`src/rtl/pwm_tmr_pkg.sv`:
```
// Shared types for the buffered PWM down-counter timer.
// Assumes: nothing beyond the consumers importing it.
package pwm_tmr_pkg;

    // One-cycle event strobes produced by the counter core.
    typedef struct packed {
        logic trig;
        logic duty;
        logic udf;
    } pwm_evt_t;

    // Counter action chosen for the coming clock edge.
    typedef enum logic [2:0] {
        ACT_HOLD  = 3'd0,
        ACT_STOP  = 3'd1,
        ACT_START = 3'd2,
        ACT_DEC   = 3'd3,
        ACT_WRAP  = 3'd4
    } cnt_act_e;

endpackage

```
`src/rtl/pwm_buf_regs.sv`:
```
// Holding registers for the period and duty values.
// Two identical write-strobed registers, built by a generate loop.
// Assumes: writes are single-cycle strobes; reset clears both to 0.
module pwm_buf_regs #(
    parameter int CW = 16
) (
    input  logic          clk,
    input  logic          rst_n,
    input  logic          cyc_wr,
    input  logic [CW-1:0] cyc_wdata,
    input  logic          duty_wr,
    input  logic [CW-1:0] duty_wdata,
    output logic [CW-1:0] cyc_buf,
    output logic [CW-1:0] duty_buf
);
    localparam int NBUF = 2;

    logic          wr_v [NBUF];
    logic [CW-1:0] wd_v [NBUF];
    logic [CW-1:0] q_v  [NBUF];

    // Pack the two write ports into arrays indexed by register.
    always_comb begin
        wr_v[0] = cyc_wr;
        wd_v[0] = cyc_wdata;
        wr_v[1] = duty_wr;
        wd_v[1] = duty_wdata;
    end

    for (genvar i = 0; i < NBUF; i++) begin : g_buf
        // Capture the write data whenever this register's strobe is high.
        always_ff @(posedge clk) begin
            if (!rst_n)
                q_v[i] <= '0;
            else if (wr_v[i])
                q_v[i] <= wd_v[i];
        end
    end

    assign cyc_buf  = q_v[0];
    assign duty_buf = q_v[1];

endmodule

```
`src/rtl/pwm_seq_ctrl.sv`:
```
// Sequencing decision for the timer: picks one counter action per cycle.
// Priority: enable low stops; an accepted trigger starts/restarts;
// a tick while running decrements or wraps; otherwise hold.
// Assumes: trigger inputs are already single-cycle pulses.
module pwm_seq_ctrl
    import pwm_tmr_pkg::*;
(
    input  logic     run_en,
    input  logic     sw_trig,
    input  logic     ext_trig,
    input  logic     ext_trig_en,
    input  logic     restart_en,
    input  logic     busy,
    input  logic     cnt_tick,
    input  logic     cnt_zero,
    output cnt_act_e act
);
    logic trig_any;
    logic trig_ok;

    // Merge trigger sources and decide whether a trigger is accepted.
    always_comb begin
        trig_any = run_en & (sw_trig | (ext_trig & ext_trig_en));
        trig_ok  = trig_any & (~busy | restart_en);
    end

    // Select the counter action for this edge by fixed priority.
    always_comb begin
        if (!run_en)
            act = ACT_STOP;
        else if (trig_ok)
            act = ACT_START;
        else if (busy && cnt_tick)
            act = cnt_zero ? ACT_WRAP : ACT_DEC;
        else
            act = ACT_HOLD;
    end

endmodule

```
`src/rtl/pwm_count_core.sv`:
```
// Down counter, run flag, active duty copy and event strobes.
// Start loads the period buffer; a wrap loads period and duty buffers
// (one-shot wrap stops and leaves the all-ones wrap value visible).
// Assumes: the action input is already prioritised.
module pwm_count_core
    import pwm_tmr_pkg::*;
#(
    parameter int CW = 16
) (
    input  logic          clk,
    input  logic          rst_n,
    input  cnt_act_e      act,
    input  logic          oneshot,
    input  logic [CW-1:0] cyc_buf,
    input  logic [CW-1:0] duty_buf,
    output logic          busy,
    output logic [CW-1:0] cnt,
    output logic [CW-1:0] act_duty,
    output pwm_evt_t      evt
);
    localparam logic [CW-1:0] ONE = {{(CW-1){1'b0}}, 1'b1};

    logic          busy_n;
    logic [CW-1:0] cnt_n;
    logic [CW-1:0] duty_n;
    pwm_evt_t      evt_n;
    logic          moved;

    // Next-state computation for counter, run flag, duty copy and strobes.
    always_comb begin
        busy_n     = busy;
        cnt_n      = cnt;
        duty_n     = act_duty;
        evt_n      = '0;
        moved      = 1'b0;
        case (act)
            ACT_STOP: begin
                busy_n = 1'b0;
            end
            ACT_START: begin
                busy_n     = 1'b1;
                cnt_n      = cyc_buf;
                evt_n.trig = 1'b1;
                moved      = 1'b1;
            end
            ACT_DEC: begin
                cnt_n = cnt - ONE;
                moved = 1'b1;
            end
            ACT_WRAP: begin
                evt_n.udf = 1'b1;
                duty_n    = duty_buf;
                moved     = 1'b1;
                if (oneshot) begin
                    busy_n = 1'b0;
                    cnt_n  = '1;
                end else begin
                    cnt_n  = cyc_buf;
                end
            end
            default: begin
                busy_n = busy;
            end
        endcase
        evt_n.duty = moved & busy_n & (cnt_n == duty_n);
    end

    // Register the state and the strobes.
    always_ff @(posedge clk) begin
        if (!rst_n) begin
            busy     <= 1'b0;
            cnt      <= '0;
            act_duty <= '0;
            evt      <= '0;
        end else begin
            busy     <= busy_n;
            cnt      <= cnt_n;
            act_duty <= duty_n;
            evt      <= evt_n;
        end
    end

endmodule

```
`src/rtl/pwm_out_stage.sv`:
```
// Output shaping: band compare, polarity and mask.
// Assumes: active duty never exceeds the period value loaded.
module pwm_out_stage #(
    parameter int CW = 16
) (
    input  logic          busy,
    input  logic [CW-1:0] cnt,
    input  logic [CW-1:0] act_duty,
    input  logic          pol_inv,
    input  logic          out_mask,
    output logic          pwm_out
);
    logic in_band;

    // Active phase is the tail of the period, from the duty point to the wrap.
    always_comb begin
        in_band = busy & (cnt <= act_duty);
        pwm_out = out_mask ? pol_inv : (in_band ^ pol_inv);
    end

endmodule

```
`src/rtl/pwm_down_timer.sv`:
```
// Top of the buffered PWM down-counter timer.
// Connects holding registers, sequencing decision, counter core and
// output stage. Assumes: cnt_tick comes from a prescaler in this clock
// domain; triggers are pre-edge-detected pulses.
module pwm_down_timer
    import pwm_tmr_pkg::*;
#(
    parameter int CW = 16
) (
    input  logic          clk,
    input  logic          rst_n,
    input  logic          run_en,
    input  logic          oneshot,
    input  logic          restart_en,
    input  logic          sw_trig,
    input  logic          ext_trig,
    input  logic          ext_trig_en,
    input  logic          cnt_tick,
    input  logic          pol_inv,
    input  logic          out_mask,
    input  logic          cyc_wr,
    input  logic [CW-1:0] cyc_wdata,
    input  logic          duty_wr,
    input  logic [CW-1:0] duty_wdata,
    output logic          pwm_out,
    output logic          busy,
    output logic [CW-1:0] count_val,
    output logic          evt_trig,
    output logic          evt_duty,
    output logic          evt_udf
);
    logic [CW-1:0] cyc_buf;
    logic [CW-1:0] duty_buf;
    logic [CW-1:0] act_duty;
    logic          cnt_zero;
    cnt_act_e      act;
    pwm_evt_t      evt;

    pwm_buf_regs #(.CW(CW)) u_bufs (
        .clk        (clk),
        .rst_n      (rst_n),
        .cyc_wr     (cyc_wr),
        .cyc_wdata  (cyc_wdata),
        .duty_wr    (duty_wr),
        .duty_wdata (duty_wdata),
        .cyc_buf    (cyc_buf),
        .duty_buf   (duty_buf)
    );

    // Zero detect feeding the wrap decision.
    assign cnt_zero = (count_val == '0);

    pwm_seq_ctrl u_seq (
        .run_en      (run_en),
        .sw_trig     (sw_trig),
        .ext_trig    (ext_trig),
        .ext_trig_en (ext_trig_en),
        .restart_en  (restart_en),
        .busy        (busy),
        .cnt_tick    (cnt_tick),
        .cnt_zero    (cnt_zero),
        .act         (act)
    );

    pwm_count_core #(.CW(CW)) u_core (
        .clk      (clk),
        .rst_n    (rst_n),
        .act      (act),
        .oneshot  (oneshot),
        .cyc_buf  (cyc_buf),
        .duty_buf (duty_buf),
        .busy     (busy),
        .cnt      (count_val),
        .act_duty (act_duty),
        .evt      (evt)
    );

    pwm_out_stage #(.CW(CW)) u_out (
        .busy     (busy),
        .cnt      (count_val),
        .act_duty (act_duty),
        .pol_inv  (pol_inv),
        .out_mask (out_mask),
        .pwm_out  (pwm_out)
    );

    // Expose the event strobes.
    assign evt_trig = evt.trig;
    assign evt_duty = evt.duty;
    assign evt_udf  = evt.udf;

endmodule

```
`config.mk`:
```
export PLATFORM = sky130hd
export DESIGN_NAME = pwm_down_timer
export DESIGN_NICKNAME = d
export VERILOG_FILES = /design/src/rtl/pwm_tmr_pkg.sv /design/src/rtl/pwm_buf_regs.sv /design/src/rtl/pwm_seq_ctrl.sv /design/src/rtl/pwm_count_core.sv /design/src/rtl/pwm_out_stage.sv /design/src/rtl/pwm_down_timer.sv
export SDC_FILE = /design/constraint.sdc
export NUM_CORES = 1
export LEC_CHECK = 0
export ABC_CLOCK_PERIOD_IN_PS = 3100
export BUFFER_PORTS_ARGS = -buffer_cell sky130_fd_sc_hd__buf_2
export CORE_AREA = 5 5 104 116
export DETAILED_ROUTE_END_ITERATION = 12
export DIE_AREA = 0 0 109 121
export SLEW_MARGIN = 10
export SYNTH_ARGS = -nofsm -noshare
export SYNTH_HDL_FRONTEND = slang
export SYNTH_SLANG_ARGS = --single-unit
export TNS_END_PERCENT = 100
```
`constraint.sdc`:
```
create_clock -name clk -period 3.1 [get_ports clk]
set_input_delay 0.31 -clock clk [delete_from_list [all_inputs] [get_ports clk]]
set_output_delay 0.31 -clock clk [all_outputs]
set_load 0.005 [all_outputs]
```
==> flow_summary.json <==
{
  "r2r-end": "u_core.evt[1]",
  "synth_xor_area_frac": 0.03475,
  "r2r-start": "u_core.cnt[0]",
  "met3_usage": 0.04204,
  "grt_pass1_vias": 3257,
  "p_switching_mw": 0.7126,
  "powerDensity_nw_per_um2": 531.9,
  "critPathMaxFanout": 10,
  "min_from": "duty_wdata[4]",
  "worst_ep_required_time_ps": 3380,
  "synthAdderAreaFrac": 0.05956,
  "vias": 3241,
  "drive_above_1_share": 0.2749,
  "seqPwrFrac": 0.415,
  "fmax_mhz": 340.6,
  "path_cells": "inv_1 > ha_1 > nor4b_4 > and4_2 > buf_4 > nor4_1 > a2111oi_2 > xnor2_1 > o211ai_1 > nor4_1 > and4_1",
  "cts_tree": "built",
  "synth_area_leaders": "edfxtp_1 (25%), dfxtp_1 (19%), ha_1 (6.0%), and3_1 (5.8%), mux2i_1 (4.5%)",
  "synth_cell_type_count": 62,
  "synth_mux_area_frac": 0.04500,
  "worst_setup_path_end_kind": "register",
  "drc_errors": 0,
  "viasPerCell": 5.322,
  "antenna_found_initial": 0,
  "relSlewSlack": 0.4862,
  "syn_avg_cell_area_um2": 10.19,
  "crit_end": "u_core.evt[1]",
  "worstMarginPinSlew_ps": 770.7,
  "track_usage": 0.1822,
  "synth_area_um2": 3781,
  "start_kind": "register",
  "initial_core_util": 0.3514,
  "dieArea_um2": 13190,
  "hold_class": "in2reg",
  "io_buffers": 65,
  "synth_top_family_by_area": "simple AND/OR/NAND/NOR gates",
  "grt_setup_unrepaired": "false",
  "gr-usage-met1": 0.2275,
  "drtPass1Iterations": 5,
  "synth_compound_area_frac": 0.1492,
  "min_period_ps": 2936,
  "io_pins": 66,
  "synth_cells": 371,
  "drv_slew": 0,
  "yosysSeqAreaShare": 0.4447,
  "coreArea_um2": 10760,
  "ir_drop_v": 0.0002038,
  "clock-skew-final_ps": 3.577,
  "finalCritPeriodShare": 0.9472,
  "pwr-share-clk": 0.372,
  "power.share.combinational": 0.213,
  "finalHoldViolCount": 0,
  "syn-num-nets": 434,
  "synthSimpleGateAreaFrac": 0.2161,
  "setup_viol": 0,
  "drtIter0Drc": 229,
  "arrival_ps": 3210,
  "numCtsBuffers": 9,
  "outcome": "complete, no violations",
  "drv_cap": 0,
  "die_x_um": 109,
  "total_power_mw": 2.505,
  "reg2reg_slack_ps": 160,
  "ctsHtreeMaxLevel": 3,
  "area_growth_pct": 24.55,
  "ant_nets": 0,
  "finalWirelength_um": 11470,
  "ys.flop_type": "dfxtp_1",
  "grt.busiest_layer": "met2",
  "clk_pin_slew_ps": 50,
  "hpwlAfterDp_um": 8992,
  "p_sw_frac": 0.2844,
  "crit_type": "reg2reg",
  "clockBufferDepth": 2,
  "clk_latency_ps": 330,
  "grt.overflow.total": 0,
  "p_int_mw": 1.793,
  "netlist.area_leader.share": 0.2541,
  "tns_ps": 0,
  "hold_slack_ps": 288.8,
  "cp_slowest_stage_delay_ps": 540,
  "gp_congestion": 0.9628,
  "diodes": 0,
  "use_met2": 0.2988,
  "timing.critical_path.mode_cell": "nor4_1",
  "grt_max_degree": 27,
  "yosysTopAreaCell": "edfxtp_1",
  "worstRegToRegCells": 11,
  "wl_per_cell_um": 18.84,
  "clock-sinks": 68,
  "ys_async_sr_fraction": 0,
  "ys_warn_count": 0,
  "postCtsSetupBuffers": 0,
  "startpoint": "u_core.cnt[0]",
  "preCtsSetupSlack_ps": 75.19,
  "synth-edff-count": 32,
  "grt_first_pass_wirelength_um": 17790,
  "fp-row-count": 40,
  "fp.dieH_um": 121,
  "leakagePower_nw": 2.061,
  "fin_ws_ps": 163.6,
  "nets": 520,
  "synth_seq_cells": 68,
  "cp_slowest_cell": "a2111oi_2",
  "ctsRootBufferMaster": "clkbuf_16"
}
==> cells by family (layout without fill, tap and decap cells) <==
kind of cell    after synthesis  after routing
mux                          17             17
compound gates               73             73
flops                        68             68
simple gates                136            136
fa+ha+maj                    18             18
xor+xnor                     15             15
buf+inv                      44            135
==> worst min-delay path by stage <==
stage,endpoint,slack (ps),cells past startpoint
3_5_place_dp,u_core.act_duty[11],530,2
4_1_cts,u_bufs.q_v[0][8],280,2
5_1_grt,u_bufs.q_v[1][2],290,2
2_1_floorplan,u_core.busy,470,2
6_report,u_bufs.q_v[1][4],290,2
3_3_place_gp,u_core.act_duty[14],510,2
==> metrics by stage <==
| stage | cells | cell area [um2] | utilization |
|---|---|---|---|
| final | 609 | 4710 | 0.4377 |
| after CTS | 609 | 4684 | 0.4353 |
| after global routing | 609 | 4710 | 0.4377 |
| after detailed placement | 593 | 4418 | 0.4106 |
| after floorplan | 371 | 3781 | - |
| after global placement | 593 | 4418 | 0.4106 |
==> layout by cell type (no fill, tap or decap), drive strengths merged, types with 4 or more instances in the layout <==
cell    netlist  layout
a21o          7       7
a21oi        13      13
and2          9       9
and3         35      35
buf           6      96
clkbuf       15      14
dfxtp        36      36
edfxtp       32      32
ha           18      18
inv          22      22
mux2i        17      17
nand2         8       8
nand2b        4       4
nand3         8       8
nand4         8       8
nor2         33      33
nor3          9       9
nor4         10      10
o21ai         8       8
xnor2         9       9
xor2          6       6
==> repair_timing <==
| item | CTS | global route |
|---|---|---|
| gates resized for setup | 0 | 7 |
| endpoints found under the hold margin | 0 | 0 |
| hold buffers | 0 | 0 |
| endpoints found under the setup margin | 0 | 2 |
==> power by group through the flow <==
stage / clock network, mW / logic, mW / registers, mW
after floorplan: 0 / 0.315 / 1.05
after global placement: 0 / 0.513 / 1.06
after detailed placement: 0 / 0.517 / 1.06
after CTS: 0.945 / 0.520 / 1.04
after global routing: 0.997 / 0.583 / 1.04
final: 0.931 / 0.535 / 1.04
==> final cells by class <==
cell class,instances,area [um2]
Multi-Input combinational cell,259,1932
Timing Repair Buffer,96,558.0
Inverter,23,86.33
Tap cell,147,183.9
Fill cell,1052,6051
Clock inverter,2,12.51
Clock buffer,14,254.0
Sequential cell,68,1683
==> synthesized netlist by cell type, drive strengths merged, types with 3 or more instances <==
master    n
buf       6
a21o      7
nand2b    4
nor2     33
edfxtp   32
nand4     8
inv      22
and3     35
xnor2     9
o32ai     3
nand3     8
o211ai    3
dfxtp    36
xor2      6
a211o     3
o21ai     8
and4      3
o21a      3
ha       18
nor4     10
a21oi    13
clkbuf   15
a2111oi   3
o22ai     3
o311ai    3
mux2i    17
nor3      9
a31oi     3
and2      9
nand2     8
==> per-layer routing <==
layer,up-vias,share of wire
met5,-,0
met4,0,0.032
met3,30,0.058
met2,123,0.49
met1,1523,0.42
li1,1565,-
==> state kept, by name (all words and copies together), names as in the netlist <==
signal	count
u_core.evt	3
u_bufs.q_v	32
u_core.act_duty	16
u_core.cnt	16
u_core.busy	1
==> worst max-delay path, delay by kind of cell, from the launching register on <==
kind | cells | cell delay, ps
flops | 1 | 350
buf+inv | 2 | 290
fa+ha+maj | 1 | 160
compound gates | 2 | 650
simple gates | 5 | 1230
xor+xnor | 1 | 200
Power figures use the tool's default switching activity.
